<file path="src/rtl/pgwalk_pkg.sv">
package pgwalk_pkg;

  typedef enum logic [1:0] {
    RES_COMPLETE = 2'd0,
    RES_ABORT    = 2'd1,
    RES_CANCEL   = 2'd2
  } res_e;

  typedef enum logic [2:0] {
    ST_IDLE,
    ST_L1RD,
    ST_L1WB,
    ST_L2RD,
    ST_L2WB,
    ST_DONE
  } st_e;

  // entry field positions
  localparam int unsigned PTE_V = 0;
  localparam int unsigned PTE_R = 7;
  localparam int unsigned PTE_M = 8;

  // bus status code of a read-modify-write operand
  localparam logic [3:0] BS_RMW = 4'hB;

endpackage

</file>
<file path="src/rtl/pgwalk_mode.sv">
module pgwalk_mode #(
  parameter int AW     = 32,
  parameter int PAGE_W = 12
) (
  input  logic          user,
  input  logic          write,
  input  logic [3:0]    bstat,
  input  logic          en_user,
  input  logic          en_sup,
  input  logic          dual,
  input  logic          override,
  input  logic [AW-1:0] base0,
  input  logic [AW-1:0] base1,
  output logic          bypass,
  output logic [AW-1:0] base,
  output logic [1:0]    need
);
  import pgwalk_pkg::*;

  localparam logic [AW-1:0] PAGE_MASK = {{(AW-PAGE_W){1'b1}}, {PAGE_W{1'b0}}};

  logic wr_eff;

  always_comb begin
    bypass = user ? !en_user : !en_sup;
    base   = ((dual && user) ? base1 : base0) & PAGE_MASK;
    wr_eff = write || (bstat == BS_RMW);
    need   = {user && !override, wr_eff};
  end

endmodule

</file>
<file path="src/rtl/pgwalk_pte_chk.sv">
module pgwalk_pte_chk #(
  parameter int         AW       = 32,
  parameter logic [1:0] INV_CODE = 2'd1
) (
  input  logic [AW-1:0] pte,
  input  logic [1:0]    need,
  output logic          fault,
  output logic [1:0]    code
);
  import pgwalk_pkg::*;

  logic prot;

  always_comb begin
    prot  = need > pte[2:1];
    fault = prot || !pte[PTE_V];
    code  = prot ? 2'd3 : INV_CODE;
  end

endmodule

</file>
<file path="src/rtl/pgwalk_status.sv">
module pgwalk_status #(
  parameter int AW = 32
) (
  input  logic          clk,
  input  logic          rst_n,
  input  logic          clr,
  input  logic          rec,
  input  logic [7:0]    rec_msr,
  input  logic [AW-1:0] rec_va,
  output logic [7:0]    msr,
  output logic [AW-1:0] tear
);

  logic          msr_en;
  logic [7:0]    msr_d;

  always_comb begin
    msr_en = clr || rec;
    msr_d  = rec ? rec_msr : 8'd0;
  end

  always_ff @(posedge clk or negedge rst_n) begin
    if (!rst_n) begin
      msr  <= 8'd0;
      tear <= '0;
    end else begin
      if (msr_en) msr  <= msr_d;
      if (rec)    tear <= rec_va;
    end
  end

endmodule

</file>
<file path="src/rtl/pgwalk_top.sv">
module pgwalk_top #(
  parameter int PAGE_W = 12,
  parameter int IDX_W  = 10,
  localparam int AW    = PAGE_W + 2 * IDX_W
) (
  input  logic          clk,
  input  logic          rst_n,
  input  logic          req_valid,
  input  logic [AW-1:0] req_va,
  input  logic          req_user,
  input  logic          req_write,
  input  logic [3:0]    req_bstat,
  input  logic          req_debug,
  input  logic          req_validate,
  input  logic          cfg_xlate_user,
  input  logic          cfg_xlate_sup,
  input  logic          cfg_dual,
  input  logic          cfg_override,
  input  logic [AW-1:0] cfg_base0,
  input  logic [AW-1:0] cfg_base1,
  output logic          busy,
  output logic          done,
  output logic [1:0]    result,
  output logic [AW-1:0] pa,
  output logic          mem_valid,
  output logic          mem_we,
  output logic [AW-1:0] mem_addr,
  output logic [AW-1:0] mem_wdata,
  input  logic          mem_ready,
  input  logic [AW-1:0] mem_rdata,
  output logic [7:0]    stat_msr,
  output logic [AW-1:0] stat_tear
);
  import pgwalk_pkg::*;

  localparam int NLVL = 2;
  localparam logic [AW-1:0] R_BIT = AW'(1) << PTE_R;
  localparam logic [AW-1:0] M_BIT = AW'(1) << PTE_M;

  // decoded request
  logic          m_bypass;
  logic [AW-1:0] m_base;
  logic [1:0]    m_need;

  // walk state
  st_e           st_q, st_d;
  res_e          res_q, res_d;
  logic [AW-1:0] va_q, va_d, base_q, base_d, pa_q, pa_d;
  logic [AW-1:0] pte1_q, pte1_d, pte2_q, pte2_d;
  logic [1:0]    need_q, need_d;
  logic [3:0]    bs_q, bs_d;
  logic          user_q, user_d, wr_q, wr_d, dbg_q, dbg_d, vld_q, vld_d;

  // status control
  logic          s_clr, s_rec;
  logic [1:0]    s_code;

  // per-level entry checks
  logic [NLVL-1:0] lv_fault;
  logic [1:0]      lv_code [NLVL];

  logic [AW-1:0] l1_addr, l2_addr;

  pgwalk_mode #(.AW(AW), .PAGE_W(PAGE_W)) u_mode (
    .user     (req_user),
    .write    (req_write),
    .bstat    (req_bstat),
    .en_user  (cfg_xlate_user),
    .en_sup   (cfg_xlate_sup),
    .dual     (cfg_dual),
    .override (cfg_override),
    .base0    (cfg_base0),
    .base1    (cfg_base1),
    .bypass   (m_bypass),
    .base     (m_base),
    .need     (m_need)
  );

  for (genvar g = 0; g < NLVL; g++) begin : g_lvl
    pgwalk_pte_chk #(.AW(AW), .INV_CODE(2'(g + 1))) u_chk (
      .pte   (mem_rdata),
      .need  (need_q),
      .fault (lv_fault[g]),
      .code  (lv_code[g])
    );
  end

  pgwalk_status #(.AW(AW)) u_status (
    .clk     (clk),
    .rst_n   (rst_n),
    .clr     (s_clr),
    .rec     (s_rec),
    .rec_msr ({bs_q, user_q, wr_q, s_code}),
    .rec_va  (va_q),
    .msr     (stat_msr),
    .tear    (stat_tear)
  );

  // table entry addresses
  always_comb begin
    l1_addr = base_q | AW'({va_q[AW-1 -: IDX_W], 2'b00});
    l2_addr = {pte1_q[AW-1:PAGE_W], {PAGE_W{1'b0}}} | AW'({va_q[PAGE_W +: IDX_W], 2'b00});
  end

  // memory port
  always_comb begin
    mem_valid = (st_q == ST_L1RD) || (st_q == ST_L1WB) || (st_q == ST_L2RD) || (st_q == ST_L2WB);
    mem_we    = (st_q == ST_L1WB) || (st_q == ST_L2WB);
    mem_addr  = ((st_q == ST_L1RD) || (st_q == ST_L1WB)) ? l1_addr : l2_addr;
    mem_wdata = (st_q == ST_L1WB) ? (pte1_q | R_BIT)
                                  : (pte2_q | R_BIT | (wr_q ? M_BIT : '0));
  end

  // next state
  always_comb begin
    st_d   = st_q;   res_d  = res_q;
    va_d   = va_q;   base_d = base_q; pa_d = pa_q;
    pte1_d = pte1_q; pte2_d = pte2_q;
    need_d = need_q; bs_d   = bs_q;
    user_d = user_q; wr_d   = wr_q;   dbg_d = dbg_q; vld_d = vld_q;
    s_clr  = 1'b0;   s_rec  = 1'b0;   s_code = 2'd0;

    unique case (st_q)
      ST_IDLE: begin
        if (req_valid) begin
          va_d   = req_va;    user_d = req_user;  wr_d  = req_write;
          bs_d   = req_bstat; dbg_d  = req_debug; vld_d = req_validate;
          need_d = m_need;    base_d = m_base;
          if (m_bypass) begin
            pa_d  = req_va;
            res_d = RES_COMPLETE;
            st_d  = ST_DONE;
          end else begin
            s_clr = !req_debug && !req_validate;
            st_d  = ST_L1RD;
          end
        end
      end
      ST_L1RD: begin
        if (mem_ready) begin
          pte1_d = mem_rdata;
          if (lv_fault[0]) begin
            res_d  = (vld_q && mem_rdata[PTE_V]) ? RES_CANCEL : RES_ABORT;
            s_rec  = !dbg_q && !vld_q;
            s_code = lv_code[0];
            st_d   = ST_DONE;
          end else if (!mem_rdata[PTE_R] && !dbg_q) begin
            st_d = ST_L1WB;
          end else begin
            st_d = ST_L2RD;
          end
        end
      end
      ST_L1WB: begin
        if (mem_ready) st_d = ST_L2RD;
      end
      ST_L2RD: begin
        if (mem_ready) begin
          pte2_d = mem_rdata;
          if (lv_fault[1]) begin
            res_d  = vld_q ? RES_CANCEL : RES_ABORT;
            s_rec  = !dbg_q && !vld_q;
            s_code = lv_code[1];
            st_d   = ST_DONE;
          end else begin
            pa_d  = {mem_rdata[AW-1:PAGE_W], va_q[PAGE_W-1:0]};
            res_d = RES_COMPLETE;
            if (!dbg_q && (!mem_rdata[PTE_R] || (wr_q && !mem_rdata[PTE_M])))
              st_d = ST_L2WB;
            else
              st_d = ST_DONE;
          end
        end
      end
      ST_L2WB: begin
        if (mem_ready) st_d = ST_DONE;
      end
      ST_DONE: st_d = ST_IDLE;
      default: st_d = ST_IDLE;
    endcase
  end

  // registers
  always_ff @(posedge clk or negedge rst_n) begin
    if (!rst_n) begin
      st_q   <= ST_IDLE;  res_q  <= RES_COMPLETE;
      va_q   <= '0;       base_q <= '0;  pa_q <= '0;
      pte1_q <= '0;       pte2_q <= '0;
      need_q <= 2'd0;     bs_q   <= 4'd0;
      user_q <= 1'b0;     wr_q   <= 1'b0; dbg_q <= 1'b0; vld_q <= 1'b0;
    end else begin
      st_q   <= st_d;     res_q  <= res_d;
      va_q   <= va_d;     base_q <= base_d; pa_q <= pa_d;
      pte1_q <= pte1_d;   pte2_q <= pte2_d;
      need_q <= need_d;   bs_q   <= bs_d;
      user_q <= user_d;   wr_q   <= wr_d;   dbg_q <= dbg_d; vld_q <= vld_d;
    end
  end

  always_comb begin
    busy   = (st_q != ST_IDLE);
    done   = (st_q == ST_DONE);
    result = res_q;
    pa     = pa_q;
  end

endmodule

</file>
<file path="config.mk">
export PLATFORM = sky130hd
export DESIGN_NAME = pgwalk_top
export DESIGN_NICKNAME = d
export VERILOG_FILES = /design/src/rtl/pgwalk_pkg.sv /design/src/rtl/pgwalk_mode.sv /design/src/rtl/pgwalk_pte_chk.sv /design/src/rtl/pgwalk_status.sv /design/src/rtl/pgwalk_top.sv
export SDC_FILE = /design/constraint.sdc
export NUM_CORES = 1
export LEC_CHECK = 0
export ABC_AREA = 1
export BUFFER_PORTS_ARGS = -buffer_cell sky130_fd_sc_hd__buf_2
export CAP_MARGIN = 20
export CORE_AREA = 5 5 167 169
export CTS_BUF_LIST = sky130_fd_sc_hd__clkbuf_2
export DETAILED_ROUTE_END_ITERATION = 6
export DIE_AREA = 0 0 172 174
export PLACE_DENSITY = 0.56
export SYNTH_ARGS = -nofsm -noshare
export SYNTH_HDL_FRONTEND = slang
export SYNTH_SLANG_ARGS = --single-unit
</file>
<file path="constraint.sdc">
create_clock -name clk -period 3.24 [get_ports clk]
set_input_delay 0.486 -clock clk [delete_from_list [all_inputs] [get_ports clk]]
set_output_delay 0.486 -clock clk [all_outputs]
set_load 0.03 [all_outputs]
</file>
==> impl_metrics.py, run 1 <==
metrics = {
    "power_and_ir_drop": {
        "power_w": 0.0125,
        "netSwitchingFraction": 0.490,
        "clkPwrFrac": 0.144,
        "p_switching_w": 0.00615,
        "internal-power_w": 0.00639,
        "peakVddDrop_v": 0.000616,
        "pwr-share-seq": 0.347,
        "p_leak_nw": 6.39,
        "p_per_area_nw_per_um2": 1030,
        "comb_power_share": 0.509,
    },
    "setup_path": {
        "arrival_ps": 2500,
        "critical-path-top-delay-family": "buffers and inverters",
        "crit_path_top_delay_cell": "dfrtp_1",
        "crit_buf_inv": 4,
        "crit_path_end_kind": "output pin",
        "slowest_delay_ps": 470,
        "start_kind": "flip-flop",
        "crit_chain": "inv_2 > nor3_4 > inv_1 > buf_6 > nand2_1 > o21ai_0 > buf_2",
        "crit_fanout": 50,
        "crit_type": "flip-flop to output pin",
        "critPathRequiredTime_ps": 2750,
    },
    "final_layout": {
        "fin_area_um2": 12200,
        "finalNetCount": 1612,
        "fillers": 2703,
        "area_delta_synth_final_pct": 35.2,
        "instances_no_fill": 1846,
        "drive_above_1_share": 0.254,
    },
    "timing": {
        "fin_crit_sh": 0.921,
        "slew_headroom": 0.497,
        "finalSetupViolations": 0,
        "worst_pin_slew_ps": 753,
        "drv_slew": 0,
        "clock_skew_ps": 63.7,
        "grt_setup_unrepaired": "no",
        "fin_setup_tns_ps": 0,
        "min_period_ps": 2980,
        "hold_violations": 0,
        "max_freq_mhz": 335,
    },
    "floorplan": {
        "ios": 286,
        "initial_core_util": 0.340,
        "dieArea_um2": 29900,
        "core_um2": 26400,
        "die_w_um": 172,
        "rows": 60,
        "fp.dieH_um": 174,
    },
    "global_route": {
        "antenna_found_initial": 3,
        "grt_max_degree": 75,
        "grt_pass1_wl_mm": 46.2,
        "grt_pass1_vias": 8676,
        "grt_usage": 0.193,
        "overflow": 0,
    },
    "synthesis": {
        "synth_top_cell_by_area": "dfrtp_1",
        "synth_common_cells": "nand2_1 (369), o21ai_0 (203), dfrtp_1 (201), inv_1 (95), o21ai_1 (41)",
        "synth_area_per_cell_um2": 8.23,
        "synth-async-reset-ratio": 1.00,
        "ys_types": 28,
        "synthesis.area_um2": 9000,
        "yosysTopAreaCellShare": 0.559,
        "syn_inst": 1093,
        "synth.area.top_cells": "dfrtp_1 (56%), nand2_1 (15%), o21ai_0 (11%)",
        "ys_warn_count": 0,
        "synthFlopType": "dfrtp_1",
        "ys_seq_elements": 201,
        "ys_seq_area_frac": 0.559,
        "yosysMostFrequentCell": "nand2_1",
        "synth-edff-count": 0,
    },
    "placed_design": {
        "place_area_um2": 10600,
        "place_inst": 1641,
        "portBuffers": 258,
        "gp_congestion": 0.821,
        "dp_hpwl_mm": 20.3,
    },
    "routing": {
        "wire_per_inst_um": 15.8,
        "drc": 0,
        "vias": 8566,
        "drt_iter0_drc": 466,
        "ant_nets": 0,
        "vias_per_cell": 4.64,
        "drt_wl_total_mm": 29.2,
        "drt_pass1_iterations": 5,
    },
    "clock_network": {
        "clkTransAtPathRegs_ps": 100,
        "clock_path_buffers": 3,
        "clock_insertion_delay_worst_skew_ps": 820,
        "cts_sinks": 201,
        "cts_buffers": 54,
        "cts_max_level": 2,
        "cts_tree": "built",
        "root_buffer": "clkbuf_2",
    },
    "outcome": {
        "status": "complete, no violations",
    },
    "run": {
        "maxCapViolations": 0,
    },
    "worst_hold_path": {
        "hold_path_class": "input pin to flip-flop",
    },
}
worst paths after layout:
path | from | to | slack, ps | depth (start not counted)
max | st_q[1]$_DFFE_PN0P_ | mem_wdata[16] | 260 | 7
min | mem_rdata[25] | pte2_q[25]$_DFFE_PN0P_ | 80 | 3
max reg2reg | st_q[1]$_DFFE_PN0P_ | base_q[27]$_DFFE_PN0P_ | 820 | 7
min reg2reg | u_status.tear[26]$_DFFE_PN0P_ | u_status.tear[26]$_DFFE_PN0P_ | 490 | 2
max in group asynchronous | rst_n | st_q[2]$_DFFE_PN0P_ | 2100 | 3
min in group asynchronous | rst_n | pa[14]$_DFFE_PN0P_ | 230 | 2
metal layers:
metal,global-route usage,wire [um],vias up,part of all wire
li1,-,-,4278,-
met1,0.257,12900,3953,0.44
met2,0.306,13500,273,0.46
met3,0.0555,2140,58,0.073
met4,0.0544,669,4,0.023
met5,0,14,-,0.00048
cell type report:
| class | count | area [um2] | area share |
|---|---|---|---|
| multi-input cells | 727 | 3290 | 0.270 |
| flip-flops and latches | 201 | 5030 | 0.414 |
| clock buffers | 82 | 410 | 0.0337 |
| clock inverters | 11 | 75.1 | 0.00617 |
| repair buffers | 381 | 2550 | 0.210 |
| diodes | 2 | 5.00 | 0.000411 |
| well taps | 341 | 427 | 0.0351 |
| inverters | 101 | 379 | 0.0312 |
logic make-up (layout without fill, tap and decap cells):
logic type,count (synthesis),count (layout),synth area share
simple gates,431,432,0.191
compound gates,289,289,0.166
flops,201,201,0.559
buf+inv,167,575,0.0786
fa+ha+maj,2,2,0.00278
other cells,2,5,0.000835
mux,1,1,0.00125
cells in the final DEF, fill, tap and decap left out, types with 2 or more instances in the layout:
cell / n
nand2_1: 366
buf_2: 251
o21ai_0: 203
dfrtp_1: 200
dlygate4sd3_1: 108
inv_1: 94
clkbuf_2: 82
o21ai_1: 41
nor2_1: 27
a21oi_1: 25
nand3_1: 20
o31ai_1: 20
buf_4: 17
clkinv_1: 9
inv_2: 6
nand2_2: 5
nand2_4: 3
nor2_4: 3
conb_1: 3
buf_12: 3
diode_2: 2
nand4_1: 2
nand3_2: 2
ha_1: 2
clkinvlp_4: 2
worst register-to-register path: cells and delay by family, from the launching register on:
| kind | cells | cell delay (ps) |
|---|---|---|
| compound gates | 1 | 280 |
| buf+inv | 3 | 1100 |
| flops | 1 | 470 |
| simple gates | 3 | 490 |
power by group through the flow:
| stage | Clock, W | Sequential, W | Combinational, W |
|---|---|---|---|
| 6_report | 0.00181 | 0.00435 | 0.00638 |
| 5_1_grt | 0.00202 | 0.00450 | 0.00703 |
| 4_1_cts | 0.00189 | 0.00436 | 0.00643 |
| 3_5_place_dp | 0 | 0.00439 | 0.00608 |
| 3_3_place_gp | 0 | 0.00438 | 0.00601 |
| 2_1_floorplan | 0 | 0.00511 | 0.00341 |
what timing repair did:
item                                   CTS  global route
gates resized for setup                  6             5
endpoints found under the hold margin  214             1
setup endpoints to repair               20            39
cloned                                   1             0
hold buffers                           107             1
buffers inserted                         1             0
pin swaps                                1             0
registers in the layout (all words and copies together), names as in the netlist:
name	cells
bs_q	4
st_q	3
wr_q	1
pte1_q	31
vld_q	1
result	2
pte2_q	31
dbg_q	1
va_q	32
user_q	1
u_status.msr	8
need_q	2
u_status.tear	32
pa	32
base_q	20
through the flow:
stage | utilization | setup slack (ps) | hold slack [ps]
final | 0.460 | 255 | 81.9
after global routing | 0.460 | 26.3 | 4.82
after CTS | 0.459 | 41.2 | 3.72
after detailed placement | 0.399 | 697 | 464
after global placement | 0.399 | 686 | 460
after floorplan | - | 1030 | 190
No activity file was read; power rests on OpenSTA's default activity.
==> run 2: changes to the inputs <==
PLACE_DENSITY = 0.63   (was 0.56)
==> impl_metrics.py, run 2 (synthesis gave the netlist of run 1 again) <==
metrics = {
    "clock_network": {
        "cts_max_level": 2,
        "clock_insertion_delay_worst_skew_ps": 790,
        "clkTransAtPathRegs_ps": 90,
        "cts_tree": "built",
        "root_buffer": "clkbuf_2",
        "cts_buffers": 53,
        "cts_sinks": 201,
        "clock_path_buffers": 3,
    },
    "timing": {
        "fin_crit_sh": 0.943,
        "slew_headroom": 0.463,
        "worst_slack_ps": 185,
        "grt_setup_unrepaired": "yes",
        "drv_slew": 0,
        "finalSetupViolations": 0,
        "max_freq_mhz": 327,
        "worst_pin_slew_ps": 805,
        "min_period_ps": 3050,
        "clock_skew_ps": 44.2,
        "hold_violations": 0,
    },
    "routing": {
        "vias": 8800,
        "drt_wl_total_mm": 30.1,
        "vias_per_cell": 4.73,
        "wire_per_inst_um": 16.2,
        "drt_iter0_drc": 633,
        "drc": 0,
        "drt_pass1_iterations": 5,
        "ant_nets": 0,
    },
    "setup_path": {
        "crit_fanout": 50,
        "start_kind": "flip-flop",
        "arrival_ps": 2570,
        "critPathRequiredTime_ps": 2750,
        "crit_type": "flip-flop to output pin",
        "crit_path_end_kind": "output pin",
    },
    "floorplan": {
        "ios": 286,
        "fp.dieH_um": 174,
        "rows": 60,
        "initial_core_util": 0.340,
        "die_w_um": 172,
        "dieArea_um2": 29900,
        "core_um2": 26400,
    },
    "power_and_ir_drop": {
        "pwr-share-seq": 0.344,
        "peakVddDrop_v": 0.000663,
        "comb_power_share": 0.511,
        "clkPwrFrac": 0.145,
        "p_per_area_nw_per_um2": 1030,
        "p_leak_nw": 6.44,
        "p_switching_w": 0.00625,
        "netSwitchingFraction": 0.492,
        "internal-power_w": 0.00644,
    },
    "global_route": {
        "grt_usage": 0.196,
        "grt_max_degree": 71,
        "antenna_found_initial": 1,
        "grt_pass1_wl_mm": 46.9,
        "overflow": 0,
        "grt_pass1_vias": 8834,
    },
    "placed_design": {
        "dpl_worst_slack_ps": 659,
        "place_inst": 1646,
        "gp_congestion": 0.876,
        "dp_hpwl_mm": 20.5,
        "portBuffers": 258,
        "place_area_um2": 10600,
    },
    "final_layout": {
        "drive_above_1_share": 0.250,
        "fin_area_um2": 12300,
        "final_common_cell": "nand2_1",
        "finalNetCount": 1623,
        "area_delta_synth_final_pct": 36.7,
        "final_cell_mix": "nand2_1 (366), buf_2 (252), o21ai_0 (203)",
        "instances_no_fill": 1861,
    },
    "outcome": {
        "status": "complete, no violations",
    },
    "worst_hold_path": {
        "hold_path_class": "input pin to flip-flop",
    },
    "run": {
        "maxCapViolations": 0,
    },
}
==> run 2: final timing paths <==
kind / startpoint / end / depth (start not counted) / slack [ps]
min in group asynchronous: rst_n / result[1]$_DFFE_PN0P_ / 2 / 240
max reg2reg: st_q[1]$_DFFE_PN0P_ / base_q[12]$_DFFE_PN0P_ / 8 / 1030
min: mem_rdata[24] / pte1_q[24]$_DFFE_PN0P_ / 3 / 130
max in group asynchronous: rst_n / pte2_q[19]$_DFFE_PN0P_ / 3 / 2060
max: st_q[1]$_DFFE_PN0P_ / mem_wdata[26] / 6 / 190
min reg2reg: u_status.tear[29]$_DFFE_PN0P_ / u_status.tear[29]$_DFFE_PN0P_ / 2 / 490
==> run 2: what timing repair did <==
action,CTS,global route
hold endpoints to repair,219,0
gates resized for setup,2,14
hold buffers,113,0
cloned,0,1
buffers inserted,0,3
pin swaps,0,1
setup endpoints to repair,30,25
==> run 2: worst max-delay path, cell delays in order (launching register included) <==
cell and delay (ps):
dfrtp_1 500, inv_2 120, nor3_4 180, clkinvlp_4 200, buf_8 250, o21ai_0 290
buf_2 260
==> run 2: per-stage QoR <==
stage               TNS [ps]   util  power (W)  hold slack [ps]
floorplan                  0      -    0.00852              190
global placement           0  0.400     0.0104              458
global route           -16.8  0.465     0.0137             15.2
CTS                        0  0.462     0.0127             13.8
detailed placement         0  0.400     0.0105              468
finish                     0  0.465     0.0127              133
==> run 2: per-layer routing <==
layer,part of all wire,GRT usage,up-vias
met1,0.42,0.250,4095
met2,0.46,0.318,354
met4,0.024,0.0619,0
li1,-,-,4301
met5,0,0,-
met3,0.093,0.0587,50
==> run 2: area by class of cell <==
cell class / count / area [um2]
antenna: 2 / 5.00
clock buffer: 70 / 350
clock inverter: 26 / 153
fill: 2610 / 14100
inverter: 101 / 387
multi-input combinational: 727 / 3310
sequential: 201 / 5030
tap: 341 / 427
timing repair buffer: 393 / 2630
==> run 2: power groups by stage <==
stage | logic, W | registers [W] | clock network, W
floorplan | 0.00341 | 0.00511 | 0
global placement | 0.00599 | 0.00437 | 0
detailed placement | 0.00608 | 0.00439 | 0
CTS | 0.00641 | 0.00436 | 0.00192
global route | 0.00713 | 0.00451 | 0.00205
finish | 0.00648 | 0.00437 | 0.00184
